--- config.mk ---
export PLATFORM = sky130hd
export DESIGN_NAME = jcs_top
export DESIGN_NICKNAME = d
export VERILOG_FILES = /design/src/rtl/jcs_pkg.sv /design/src/rtl/jcs_tck_div.sv /design/src/rtl/jcs_tap_track.sv /design/src/rtl/jcs_top.sv
export SDC_FILE = /design/constraint.sdc
export NUM_CORES = 1
export LEC_CHECK = 0
export ABC_AREA = 1
export BUFFER_PORTS_ARGS = -buffer_cell sky130_fd_sc_hd__buf_2
export CORE_MARGIN = 4
export CORE_UTILIZATION = 57
export DETAILED_ROUTE_END_ITERATION = 16
export GPL_ROUTABILITY_DRIVEN = 0
export PLACE_DENSITY_LB_ADDON = 0.25
export SETUP_SLACK_MARGIN = 0.02
export SYNTH_ARGS = -nofsm -noshare
export SYNTH_HDL_FRONTEND = slang
export SYNTH_HIERARCHICAL = 1
export SYNTH_SLANG_ARGS = --single-unit
--- constraint.sdc ---
create_clock -name clk -period 2.4 [get_ports clk]
set_clock_uncertainty 0.15 [all_clocks]
set_input_delay 0.36 -clock clk [delete_from_list [all_inputs] [get_ports clk]]
set_output_delay 0.36 -clock clk [all_outputs]
set_load 0.02 [all_outputs]
--- src/rtl/jcs_pkg.sv ---
package jcs_pkg;

  typedef enum logic [3:0] {
    TS_RESET    = 4'h0,
    TS_IDLE     = 4'h1,
    TS_SEL_DR   = 4'h2,
    TS_CAP_DR   = 4'h3,
    TS_SHIFT_DR = 4'h4,
    TS_EXIT1_DR = 4'h5,
    TS_PAUSE_DR = 4'h6,
    TS_EXIT2_DR = 4'h7,
    TS_UPD_DR   = 4'h8,
    TS_SEL_IR   = 4'h9,
    TS_CAP_IR   = 4'hA,
    TS_SHIFT_IR = 4'hB,
    TS_EXIT1_IR = 4'hC,
    TS_PAUSE_IR = 4'hD,
    TS_EXIT2_IR = 4'hE,
    TS_UPD_IR   = 4'hF
  } tap_state_t;

  localparam logic [1:0] OP_RESET = 2'd0;
  localparam logic [1:0] OP_IR    = 2'd1;
  localparam logic [1:0] OP_DR    = 2'd2;

  // One rising test-clock edge of the controller.
  function automatic tap_state_t tap_step(tap_state_t s, logic m);
    tap_state_t n;
    case (s)
      TS_RESET:    n = m ? TS_RESET    : TS_IDLE;
      TS_IDLE:     n = m ? TS_SEL_DR   : TS_IDLE;
      TS_SEL_DR:   n = m ? TS_SEL_IR   : TS_CAP_DR;
      TS_CAP_DR:   n = m ? TS_EXIT1_DR : TS_SHIFT_DR;
      TS_SHIFT_DR: n = m ? TS_EXIT1_DR : TS_SHIFT_DR;
      TS_EXIT1_DR: n = m ? TS_UPD_DR   : TS_PAUSE_DR;
      TS_PAUSE_DR: n = m ? TS_EXIT2_DR : TS_PAUSE_DR;
      TS_EXIT2_DR: n = m ? TS_UPD_DR   : TS_SHIFT_DR;
      TS_UPD_DR:   n = m ? TS_SEL_DR   : TS_IDLE;
      TS_SEL_IR:   n = m ? TS_RESET    : TS_CAP_IR;
      TS_CAP_IR:   n = m ? TS_EXIT1_IR : TS_SHIFT_IR;
      TS_SHIFT_IR: n = m ? TS_EXIT1_IR : TS_SHIFT_IR;
      TS_EXIT1_IR: n = m ? TS_UPD_IR   : TS_PAUSE_IR;
      TS_PAUSE_IR: n = m ? TS_EXIT2_IR : TS_PAUSE_IR;
      TS_EXIT2_IR: n = m ? TS_UPD_IR   : TS_SHIFT_IR;
      default:     n = m ? TS_SEL_DR   : TS_IDLE;
    endcase
    return n;
  endfunction

endpackage

--- src/rtl/jcs_tck_div.sv ---
module jcs_tck_div #(
  parameter int HALF_DIV = 2
) (
  input  logic clk,
  input  logic rst,
  input  logic run,
  output logic rise_ev,
  output logic fall_ev
);
  logic hi_q;

  generate
    if (HALF_DIV <= 1) begin : g_direct
      always_ff @(posedge clk) begin
        if (rst || !run) hi_q <= 1'b0;
        else             hi_q <= ~hi_q;
      end
      assign rise_ev = run && !hi_q;
      assign fall_ev = run &&  hi_q;
    end else begin : g_count
      localparam int CW = $clog2(HALF_DIV);
      localparam logic [CW-1:0] LAST = CW'(HALF_DIV - 1);
      logic [CW-1:0] cnt_q;
      logic          wrap;
      assign wrap = (cnt_q == LAST);
      always_ff @(posedge clk) begin
        if (rst || !run) begin
          cnt_q <= '0;
          hi_q  <= 1'b0;
        end else if (wrap) begin
          cnt_q <= '0;
          hi_q  <= ~hi_q;
        end else begin
          cnt_q <= cnt_q + 1'b1;
        end
      end
      assign rise_ev = run && wrap && !hi_q;
      assign fall_ev = run && wrap &&  hi_q;
    end
  endgenerate

endmodule

--- src/rtl/jcs_tap_track.sv ---
module jcs_tap_track
  import jcs_pkg::*;
(
  input  logic       clk,
  input  logic       rst,
  input  logic       step,
  input  logic       tms,
  output tap_state_t state
);
  logic [2:0] ones_q;

  always_ff @(posedge clk) begin
    if (rst) begin
      state  <= TS_RESET;
      ones_q <= 3'd0;
    end else if (step) begin
      state  <= tap_step(state, tms);
      ones_q <= tms ? ((ones_q == 3'd5) ? 3'd5 : ones_q + 3'd1) : 3'd0;
    end
  end

  // five rising edges with mode-select high reach reset from anywhere
  p_ones_force_reset_r1: assert property (@(posedge clk) disable iff (rst)
    (ones_q == 3'd5) |-> (state == TS_RESET));

endmodule

--- src/rtl/jcs_top.sv ---
module jcs_top
  import jcs_pkg::*;
#(
  parameter int HALF_DIV = 2,
  parameter int MAX_LEN  = 32,
  localparam int LEN_W   = $clog2(MAX_LEN + 1),
  localparam int IDX_W   = (MAX_LEN > 1) ? $clog2(MAX_LEN) : 1
) (
  input  logic               clk,
  input  logic               rst,
  input  logic               cmd_valid,
  output logic               cmd_ready,
  input  logic [1:0]         cmd_op,
  input  logic [LEN_W-1:0]   cmd_len,
  input  logic [MAX_LEN-1:0] cmd_bits,
  output logic               tck,
  output logic               tms,
  output logic               tdi,
  input  logic               tdo,
  output logic               done,
  output logic [MAX_LEN-1:0] cap_bits,
  output logic [3:0]         tap_state
);
  localparam logic [LEN_W-1:0] LEN_ONE = LEN_W'(1);
  localparam logic [LEN_W-1:0] LEN_MAX = LEN_W'(MAX_LEN);

  logic               busy_q, kick_q, smp_q;
  logic [6:0]         pre_q;
  logic [2:0]         pre_n_q;
  logic [MAX_LEN-1:0] sh_q;
  logic [LEN_W-1:0]   sh_n_q;
  logic [1:0]         post_n_q;
  logic [IDX_W-1:0]   idx_q;
  logic               rise_ev, fall_ev, advance, accept, is_scan, from_rst;
  logic [LEN_W-1:0]   len_eff;
  logic [6:0]         pre_pat;
  logic [2:0]         pre_cnt;
  tap_state_t         st;

  jcs_tck_div #(.HALF_DIV(HALF_DIV)) u_div (
    .clk(clk), .rst(rst), .run(busy_q && !kick_q),
    .rise_ev(rise_ev), .fall_ev(fall_ev));

  jcs_tap_track u_track (
    .clk(clk), .rst(rst), .step(rise_ev && busy_q), .tms(tms), .state(st));

  assign tap_state = st;
  assign cmd_ready = !busy_q;
  assign accept    = cmd_valid && !busy_q;
  assign advance   = kick_q || fall_ev;
  assign is_scan   = (cmd_op == OP_IR) || (cmd_op == OP_DR);
  assign from_rst  = (st == TS_RESET);

  always_comb begin
    if (cmd_len == '0)          len_eff = LEN_ONE;
    else if (cmd_len > LEN_MAX) len_eff = LEN_MAX;
    else                        len_eff = cmd_len;
  end

  // Opening mode-select walk, issued from bit 0 upward.
  always_comb begin
    unique case (cmd_op)
      OP_IR:   begin
        pre_pat = from_rst ? 7'b0000110 : 7'b0000011;
        pre_cnt = from_rst ? 3'd5 : 3'd4;
      end
      OP_DR:   begin
        pre_pat = from_rst ? 7'b0000010 : 7'b0000001;
        pre_cnt = from_rst ? 3'd4 : 3'd3;
      end
      default: begin
        pre_pat = 7'b1111111;
        pre_cnt = 3'd7;
      end
    endcase
  end

  always_ff @(posedge clk) begin
    if (rst) begin
      busy_q <= 1'b0; kick_q <= 1'b0; smp_q <= 1'b0; done <= 1'b0;
      tck <= 1'b0; tms <= 1'b0; tdi <= 1'b0;
      pre_q <= '0; pre_n_q <= '0; sh_q <= '0; sh_n_q <= '0;
      post_n_q <= '0; idx_q <= '0; cap_bits <= '0;
    end else begin
      done <= 1'b0;
      if (accept) begin
        busy_q   <= 1'b1;
        kick_q   <= 1'b1;
        cap_bits <= '0;
        idx_q    <= '0;
        pre_q    <= pre_pat;
        pre_n_q  <= pre_cnt;
        sh_q     <= cmd_bits;
        sh_n_q   <= is_scan ? len_eff : '0;
        post_n_q <= is_scan ? 2'd2 : 2'd0;
      end else if (busy_q) begin
        kick_q <= 1'b0;
        if (rise_ev) begin
          tck <= 1'b1;
          if (smp_q) begin
            cap_bits[idx_q] <= tdo;
            idx_q           <= idx_q + 1'b1;
          end
        end
        if (advance) begin
          tck <= 1'b0;
          if (pre_n_q != '0) begin
            tms     <= pre_q[0];
            tdi     <= 1'b0;
            smp_q   <= 1'b0;
            pre_q   <= pre_q >> 1;
            pre_n_q <= pre_n_q - 1'b1;
          end else if (sh_n_q != '0) begin
            tms    <= (sh_n_q == LEN_ONE);
            tdi    <= sh_q[0];
            smp_q  <= 1'b1;
            sh_q   <= sh_q >> 1;
            sh_n_q <= sh_n_q - 1'b1;
          end else if (post_n_q != '0) begin
            tms      <= post_n_q[1];
            tdi      <= 1'b0;
            smp_q    <= 1'b0;
            post_n_q <= post_n_q - 1'b1;
          end else begin
            busy_q <= 1'b0;
            smp_q  <= 1'b0;
            done   <= 1'b1;
          end
        end
      end
    end
  end

  // completion is a single-cycle pulse
  p_done_pulse_r7: assert property (@(posedge clk) disable iff (rst)
    done |=> !done);

  // commands are only taken with the chain parked in reset or idle
  p_rest_state_r3: assert property (@(posedge clk) disable iff (rst)
    cmd_ready |-> (st == TS_RESET || st == TS_IDLE));

  // sampled bits come only from edges spent in a shift state
  p_shift_sample_r5: assert property (@(posedge clk) disable iff (rst)
    (rise_ev && busy_q && smp_q) |-> (st == TS_SHIFT_DR || st == TS_SHIFT_IR));

  // the test clock rests low whenever no command is running
  p_tck_rest_r6: assert property (@(posedge clk) disable iff (rst)
    !busy_q |-> !tck);

endmodule

# After elaboration in Yosys (flattened, before gate mapping)

Cells that the tools add are included.

Bits in registers: 100
Latch bits: 0
RAM bits: 0
ROM bits: 0
Bits of input ports: 44
Output and inout bits: 41
Word-level logic and storage cells: 153
Memories: 0

Add/subtract/negate cells: 5
Multiply operators: 0
Divide/modulo/power cells: 0
$lt $le $gt $ge: 3
Equal/unequal tests: 17
Shifts and indexed selects: 0
Multiplexer cells: 69
Bitwise logic cells: 4
Reduce and logical (&&, ||, !) cells: 38

Operators by type and width:

| kind                                                                   | count |
|---|---|
| 32-bit two-way mux                                                     | 5 |
| 6-bit two-way mux                                                      | 8 |
| 4-bit case mux with 11 select lines                                    | 1 |
| 32-bit bitwise mux                                                     | 1 |
| 7-bit two-way mux                                                      | 4 |
| 4-bit equality test (second input constant)                            | 6 |
| 1-bit two-way mux                                                      | 24 |
| 3-bit two-way mux                                                      | 8 |
| 2-bit two-way mux                                                      | 11 |
| 4-bit by 3-bit equality test with 1-bit output (second input constant) | 4 |
| 4-bit two-way mux                                                      | 4 |
| 7-bit case mux with 2 select lines                                     | 1 |
| 2-bit nonzero test                                                     | 7 |
| 3-bit AND reduction                                                    | 4 |
| 4-bit by 2-bit equality test with 1-bit output (second input constant) | 2 |
| 4-bit AND reduction                                                    | 2 |
| 2-bit OR reduction                                                     | 4 |
| 1-bit logical AND                                                      | 7 |
| 6-bit by 1-bit equality test with 1-bit output (second input constant) | 1 |
| 6-bit > comparator (second input constant)                             | 1 |
| 6-bit logical NOT                                                      | 1 |
| 5-bit by 6-bit < comparator with 1-bit output (second input constant)  | 1 |
| 3-bit case mux with 2 select lines                                     | 1 |
| 3-bit nonzero test                                                     | 2 |
| 17 further kinds                                                       | 26 |

# Longest topological paths before layout

Gate-level depths: netlist of run 1.

Word-level depth: 8
Depth in mapped cells: 12
Mapped depth without buffers: 11

# Modules after synthesis

Netlist of run 1, hierarchy kept.

Modules (own cells, without submodules):

| module        | times used | cells each | area each (um^2) | sequential area each (um^2) |
|---|---|---|---|---|
| jcs_top       | 1          | 731        | 4722.0           | 1881.8 |
| jcs_tap_track | 1          | 78         | 436.7            | 80.1 |
| jcs_tck_div   | 1          | 12         | 80.1             | 40.0 |

# Worst setup path after synthesis of run 1

No wires, ideal clock.

Path kind: flip-flop to flip-flop
Start point: register busy_q
End point: register sh_q[12]
Library setup time: 0.113 ns
Data arrival time: 1.696 ns
Required time: 2.137 ns
Slack: 0.441 ns
Stages on the path, launching flop included: 13
Buffers on the path: 2
Period minus slack after synthesis: 1.959 ns
Cells stage by stage: dfxtp_1 inv_2 nor2_1 inv_1 nor2_1 nor2_1 nor2_8 nand3_4 nand2_2 buf_6 buf_6 nor2_1 nor2_1

Elaborated cells between the ends (all ways): 12
Classes of those cells: eq/ne: 1; mux: 1; reduce/logical: 10

RTL lines:

| item                                                                  | RTL line       | RTL |
|---|---|---|
| from (decl)                                                           | jcs_top.sv:27  | `logic busy_q, kick_q, smp_q;` |
| from (signal assigned)                                                | jcs_top.sv:80  | `busy_q <= 1'b0; kick_q <= 1'b0; smp_q <= 1'b0; done <= 1'b0;` |
| from (signal assigned)                                                | jcs_top.sv:87  | `busy_q <= 1'b1;` |
| from (signal assigned)                                                | jcs_top.sv:125 | `busy_q <= 1'b0;` |
| 1-bit logical NOT (*)                                                 | n/a            |  |
| net cmd_ready                                                         | jcs_top.sv:12  | `output logic cmd_ready,` |
| 1-bit logical AND (*)                                                 | jcs_top.sv:49  | `assign accept = cmd_valid && !busy_q;` |
| 2-bit inequality test (no line) or 2-bit nonzero test (tied branches) | n/a            |  |
| 4-bit AND reduction (no line)                                         | n/a            |  |
| to (signal assigned)                                                  | jcs_top.sv:93  | `sh_q <= cmd_bits;` |
| to (signal assigned)                                                  | jcs_top.sv:117 | `sh_q <= sh_q >> 1;` |
| to (decl)                                                             | jcs_top.sv:30  | `logic [MAX_LEN-1:0] sh_q;` |

The timed path passes the listed nets; every way through them passes the cells marked *.
A chain may end at the register's enable or synchronous reset.

# Worst setup path after layout of run 1

Start point: register busy_q
End point: register cap_bits[28]

Longest elaborated chain between the ends: 4
Elaborated cells between the ends (all ways): 7
Classes of those cells: reduce/logical: 7

RTL lines:

| item                            | RTL line          | RTL |
|---|---|---|
| 1-bit logical AND               | jcs_top.sv:41     | `.clk(clk), .rst(rst), .run(busy_q && !kick_q),` |
| 1-bit logical AND (2 in series) | jcs_tck_div.sv:37 | `assign rise_ev = run && wrap && !hi_q;` |
| net rise_ev                     | jcs_top.sv:34     | `logic rise_ev, fall_ev, advance, accept, is_scan, from_rst;` |
| 3-bit AND reduction (no line)   | n/a               |  |
| to (signal, indexed assignment) | jcs_top.sv:101    | `cap_bits[idx_q] <= tdo;` |
| to (decl)                       | jcs_top.sv:21     | `output logic [MAX_LEN-1:0] cap_bits,` |

The timed path passes the listed nets, and every way through them passes these cells.

==> results of run 1 <==
==> routing by layer <==
layer	routed length [um]	GRT usage, %	part of all wire [%]	vias up
li1	-	-	-	2722
met1	5610	29.3	44	2398
met2	6120	39.5	48	168
met3	794	4.84	6.3	19
met4	161	6.65	1.3	0
met5	0	0	0	-
==> critical path, stage by stage (launching register included) <==
cell and delay [ps]:
dfxtp_1 440, inv_2 50, nor2_1 160, nand2_1 70, nor2_1 200, nand3_2 210, inv_2 180, nand2_2 180
clkinvlp_4 210, nand2_1 70, o21ai_0 160, nor2_1 50
==> registers in the layout (all words and copies together) (netlist names) <==
| name | flops |
|---|---|
| kick_q | 1 |
| pre_n_q | 3 |
| sh_q | 32 |
| sh_n_q | 6 |
| tms | 1 |
| smp_q | 1 |
| u_div/g_count.cnt_q | 1 |
| idx_q | 5 |
| busy_q | 1 |
| u_div/hi_q | 1 |
| done | 1 |
| pre_q | 7 |
| tdi | 1 |
| post_n_q | 2 |
| cap_bits | 32 |
| tck | 1 |
| u_track/state | 4 |
==> path summary, 6_finish.rpt <==
path,startpoint,end,slack (ps),cells past startpoint
worst max-delay path,busy_q,cap_bits[28],160,11
worst min-delay path,cmd_bits[31],sh_q[31],120,3
worst max register to register,busy_q,cap_bits[28],160,11
worst min register to register,cap_bits[15],cap_bits[15],300,2
==> cells in the final DEF (no fill, tap or decap), types with 3 or more instances in the layout <==
cell,n
o21ai_0,54
nand2_1,243
inv_6,3
clkinvlp_4,3
nand3_2,3
a21oi_1,57
inv_1,82
nor2_1,119
buf_4,6
nor2_2,7
clkbuf_8,9
buf_12,3
inv_2,9
dfxtp_1,100
nor3_1,6
nand3_1,59
nand2_2,11
nand4_1,8
ha_1,12
buf_2,84
==> cell type report <==
| class | count | area (um^2) | share of cell area (%) |
|---|---|---|---|
| multi-input cells | 595 | 2740 | 45.8 |
| flip-flops and latches | 100 | 2000 | 33.5 |
| repair buffers | 93 | 526 | 8.79 |
| inverters | 96 | 373 | 6.24 |
| well taps | 108 | 135 | 2.26 |
| clock buffers | 9 | 124 | 2.07 |
| clock inverters | 7 | 81.3 | 1.36 |
==> power by group <==
part           switching [mW]  total (mW)  leakage (nW)  internal, mW
clock network           0.623        1.12         0.107         0.501
logic                   0.380       0.601          1.98         0.222
registers              0.0563        1.80         0.816          1.75
total                    1.06        3.53          2.90          2.47
==> cells by family after synthesis <==
group / count (synthesis)
AO/OA/AOI/OAI: 117
XOR/XNOR: 1
adder cells (fa/ha/maj): 12
buffers and inverters: 126
flip-flops: 100
AND/OR/NAND/NOR: 465
==> what timing repair did <==
item	4_1_cts	5_1_grt
setup endpoints to repair	0	26
gates resized for setup	0	10
hold endpoints to repair	0	0
==> flow_summary_export.csv, run 1 <==
group,metric,value,unit
sta,worstMarginPinSlew,604,ps
grt,track_usage,23.0,%
die,die_w,104,um
logic_synthesis,synth-simple-area-share,37.3,%
logic_synthesis,synthAdderAreaFrac,2.87,%
power,peakVddDrop,0.000468,V
clocking,cts_tree,"yes",
logic_synthesis,ys.flop_type,"dfxtp_1",
outcome,status,"finished clean",
sta,rsz0062_at_grt,"false",
power,power_leakage,2.90,nW
clocking,cts_buffers,9,
grt,grt_pass1_vias,4843,
logic_synthesis,synth_fp_nets,877,
logic_synthesis,yosys_register_bits,100,
clocking,post-cts-setup-buffers,0,
clocking,clockBufferDepth,2,
job,maxCapViolCount,0,
cells_and_area,final_util,67.5,%
sta,max_freq,447,MHz
clocking,clock-sinks,100,
sta,min_period,2240,ps
logic_synthesis,syn_inst,821,
sta,fin_setup_tns,0,ps
routing,routed_via_density,5.26,
logic_synthesis,synth_most_common_cell,"nand2_1",
power,power_density,590,mW/mm^2
clocking,cts.clk_slew.worst_paths,100,ps
cells_and_area,fillers,812,
placed_design,portBuffers,84,
placed_design,placed_cell_area,0.00574,mm^2
clocking,htreeDepth,3,
routing,first_pass_iters,5,
sta,finalSetupViolations,0,
grt,grt_antenna_before_repair,0,
logic_synthesis,synth_top_area_share,38.2,%
routing,vias,5307,
logic_synthesis,synth_top_area_cell,"dfxtp_1",
die,start_util,59.2,%
worst_setup_path,worstSetupPathType,"flip-flop to flip-flop",
logic_synthesis,syn_avg_cell_area,6.38,um^2
logic_synthesis,synth_async_sr_flop_share,0,%
logic_synthesis,synth_enable_flop_cells,0,
sta,whs,116,ps
routing,wire_per_inst,12.6,um
logic_synthesis,synth_seq_area_share,38.2,%
power,totalPowerFinal,3.53,mW
grt,grt_pass1_wl,21400,um
worst_setup_path,end_kind,"flip-flop",
die,die_h,104,um
sta,setup_ws,161,ps
grt,overflow,0,
sta,finalCritPeriodShare,93.3,%
worst_setup_path,start_kind,"flip-flop",
placed_design,pre_cts_slack,118,ps
sta,hold_viol,0,
clocking,ctsHoldBuffers,0,
routing,drtIter0Drc,168,
worst_setup_path,crit_path_max_fanout,9,
logic_synthesis,synth_xor_area_share,0.167,%
clocking,root_buffer,"clkbuf_8",
cells_and_area,drive_gt1_share,16.9,%
routing,routed_wl,12700,um
die,io_pins,85,
cells_and_area,area_growth,14.1,%
die,row_count,34,
worst_setup_path,required,2520,ps
logic_synthesis,synth_commonest_cells,"nand2_1 (246), nor2_1 (119), dfxtp_1 (100), inv_1 (83), nand3_1 (60)",
logic_synthesis,synth_top_family_by_area,"simple AND/OR/NAND/NOR gates",
cells_and_area,diodes,0,
logic_synthesis,synth_area,0.00524,mm^2
logic_synthesis,synth_compound_area_share,11.4,%
sta,slew_headroom,59.4,%
worst_hold_path,hp-class,"input port to flip-flop",
worst_setup_path,cp.arrival,2360,ps
die,core,0.00885,mm^2
grt,grt_max_degree,41,
logic_synthesis,ys_types,30,
placed_design,dp_hpwl,9120,um
routing,ant_nets,0,
cells_and_area,nets,951,
cells_and_area,fin_area,0.00598,mm^2
sta,drv_slew,0,
routing,drcViolationCount,0,
die,dieArea,0.0108,mm^2
clocking,clk_latency,360,ps
placed_design,dp_cells,992,
logic_synthesis,ys_warn_count,6,
logic_synthesis,synth_mux_area_share,0,%
logic_synthesis,synthTopCellsByArea,"dfxtp_1 (38%), nand2_1 (18%), nor2_1 (8.5%)",
cells_and_area,final-instance-count-excl-fill,1008,
(Power assumes the default switching activity.)
==> run 2, diff against run 1 <==
- ABC_AREA: 1 -> default
- CORE_UTILIZATION: 57 -> 56
==> flow_summary_export.csv, run 2 <==
group,metric,value,unit
worst_setup_path,reg2reg_slack,240,ps
logic_synthesis,synth_async_sr_flop_share,0,%
logic_synthesis,ys.flop_type,"dfxtp_1",
logic_synthesis,synth-simple-area-share,26.4,%
grt,grt_antenna_before_repair,0,
sta,finalSetupViolations,0,
cells_and_area,reg_top3,"cap_bits (32), sh_q (32), pre_q (7)",
worst_setup_path,cp.arrival,2290,ps
die,die_h,103,um
die,core,0.00872,mm^2
grt,gr-usage-met1,30.9,%
worst_setup_path,cp-endpoint,"sh_q[25]",
logic_synthesis,synthTopCellsByArea,"dfxtp_1 (40%), nand2_1 (9.8%), a311oi_2 (8.4%)",
logic_synthesis,synth_mux_area_share,1.82,%
routing,drcViolationCount,0,
routing,wire_per_inst,14.9,um
sta,setup_ws,236,ps
power,intPower,2.31,mW
cells_and_area,drive_gt1_share,23.3,%
cells_and_area,nets,730,
cells_and_area,fillers,757,
clocking,clock-sinks,100,
worst_setup_path,end_kind,"flip-flop",
routing,drtIter0Drc,285,
grt,grt_pass1_wl,19500,um
power,pwr-share-clk,30.5,%
logic_synthesis,synth_top_family_by_area,"simple AND/OR/NAND/NOR gates",
routing,first_pass_iters,5,
logic_synthesis,synth_area,0.00503,mm^2
logic_synthesis,ys_warn_count,6,
worst_setup_path,cp_cell_sequence,"inv_1 > ha_1 > a211oi_4 > buf_6 > nor3_1 > a311oi_2",
clocking,clockBufferDepth,2,
cells_and_area,diodes,0,
sta,min_period,2160,ps
logic_synthesis,synthAdderAreaFrac,2.98,%
worst_hold_path,hp-class,"input port to flip-flop",
cells_and_area,final_cell_mix,"nand2_1 (132), dfxtp_1 (100), buf_2 (84)",
clocking,cts_tree,"yes",
worst_setup_path,crit_path_max_fanout,35,
placed_design,pre_cts_slack,206,ps
sta,finalCritPeriodShare,90.2,%
sta,hold_viol,0,
grt,overflow,0,
outcome,status,"finished clean",
die,start_util,57.7,%
power,peakVddDrop,0.000394,V
sta,slew_headroom,60.0,%
logic_synthesis,ys_types,61,
cells_and_area,final-instance-count-excl-fill,787,
sta,rsz0062_at_grt,"false",
worst_setup_path,regToRegEndpoint,"sh_q[25]",
grt,grt_max_degree,51,
cells_and_area,fin_area,0.00569,mm^2
logic_synthesis,synth_compound_area_share,21.3,%
die,dieArea,0.0106,mm^2
routing,vias,4572,
placed_design,portBuffers,84,
clocking,htreeDepth,3,
logic_synthesis,synth_most_common_cell,"nand2_1",
clocking,cts_buffers,9,
grt,met2_usage,35.6,%
placed_design,dp_cells,771,
clocking,cts_resized,0,
worst_setup_path,required,2520,ps
grt,grt_use_met3,4.26,%
placed_design,dp_hpwl,7980,um
logic_synthesis,synth_top_area_share,39.8,%
sta,worstMarginPinSlew,595,ps
worst_setup_path,start_kind,"flip-flop",
clocking,ctsHoldBuffers,0,
power,p_sw_share,29.1,%
worst_setup_path,crit_path_top_delay_cell,"dfxtp_1",
sta,fin_setup_tns,0,ps
worst_setup_path,cpPeakStageDelay,450,ps
sta,max_freq,462,MHz
logic_synthesis,synth_fp_nets,668,
cells_and_area,layout_commonest_cell,"nand2_1",
sta,drv_slew,0,
clocking,root_buffer,"clkbuf_8",
logic_synthesis,synth_top_area_cell,"dfxtp_1",
power,pwr-share-comb,14.8,%
grt,track_usage,22.7,%
grt,top_usage_layer,"met2",
worst_setup_path,crit_start,"sh_n_q[0]",
power,seq_power_share,54.8,%
worst_setup_path,reg2reg_depth,6,
die,die_w,103,um
logic_synthesis,synth_seq_area_share,39.8,%
grt,grt_pass1_vias,4178,
logic_synthesis,yosys_register_bits,100,
power,power_leakage,2.12,nW
logic_synthesis,syn_avg_cell_area,8.22,um^2
clocking,cts.clk_slew.worst_paths,90,ps
worst_setup_path,worstSetupPathType,"flip-flop to flip-flop",
clocking,clk_latency,370,ps
logic_synthesis,syn_inst,612,
worst_setup_path,timing.rr.start,"sh_n_q[0]",
worst_hold_path,min_path_cells,3,
power,power_density,572,mW/mm^2
power,power.switching,948,uW
clocking,post-cts-setup-buffers,0,
die,row_count,34,
logic_synthesis,synth_xor_area_share,1.57,%
routing,routed_via_density,5.81,
die,io_pins,85,
routing,routed_wl,11700,um
job,maxCapViolCount,0,
logic_synthesis,synth_commonest_cells,"nand2_1 (132), dfxtp_1 (100), nor2_1 (40), clkbuf_1 (39), nor3_1 (37)",
logic_synthesis,synth_enable_flop_cells,0,
routing,ant_nets,0,
cells_and_area,area_growth,13.2,%
placed_design,placed_cell_area,0.00551,mm^2
power,totalPowerFinal,3.26,mW
## run 2: changes by cell type after synthesis, moves of 12 or more
cell | previous run | this run
inv_1 | 83 | 17
clkbuf_1 | 11 | 39
o21ai_0 | 54 | 29
nand3_1 | 60 | 21
a311oi_2 | 0 | 28
nand2_1 | 246 | 132
buf_2 | 15 | 3
nor2_1 | 119 | 40
nor3_1 | 6 | 37
a21oi_1 | 57 | 35
## run 2: cell families after synthesis
kind of cell / Yosys count
and+or+nand+nor: 283
adders and majority gates: 12
muxes: 9
DFF: 100
AOI/OAI and AO/OA: 131
xor gates and xnor gates: 9
buffers and inverters: 68
## run 2: final cells by class
| class | instances | area (um^2) | share of cell area [%] |
|---|---|---|---|
| Multi-Input combinational cell | 444 | 2740 | 48.0 |
| Clock buffer | 10 | 128 | 2.24 |
| Clock inverter | 6 | 46.3 | 0.813 |
| Tap cell | 108 | 135 | 2.37 |
| Sequential cell | 100 | 2000 | 35.2 |
| Timing Repair Buffer | 102 | 584 | 10.3 |
| Inverter | 17 | 63.8 | 1.12 |
## run 2: metrics by stage
step / hold WS (ps) / utilization [%]
6_report: 67.9 / 65.3
5_1_grt: 59.8 / 65.3
4_1_cts: 59.5 / 65.2
3_5_place_dp: 294 / 63.2
3_3_place_gp: 287 / 63.2
2_1_floorplan: 283 / -
## run 2: power by group through the flow
stage	clock network [mW]	logic [mW]	registers, mW
floorplan	0	0.360	1.81
global placement	0	0.460	1.82
detailed placement	0	0.476	1.82
CTS	1.01	0.480	1.78
global route	1.08	0.531	1.79
finish	0.993	0.481	1.78
## run 2: worst min path at each step
stage	to	from
finish	sh_q[31]	cmd_bits[31]
CTS	sh_q[31]	cmd_bits[31]
floorplan	tdi	sh_q[0]
global placement	tdi	sh_q[0]
detailed placement	cap_bits[17]	cap_bits[17]
global route	sh_n_q[2]	cmd_len[2]
## run 2: worst max-delay path, delay by kind of cell, from the launching register on
family / cells / cell delay, ps
AOI/OAI and AO/OA: 2 / 600
DFF: 1 / 450
buffers and inverters: 2 / 420
adders and majority gates: 1 / 350
and+or+nand+nor: 1 / 100
## run 2: per-layer routing
layer	part of all wire, %	vias up
met5	0	-
met4	1.9	0
met3	6.2	21
met2	47	136
met1	45	2130
li1	-	2285
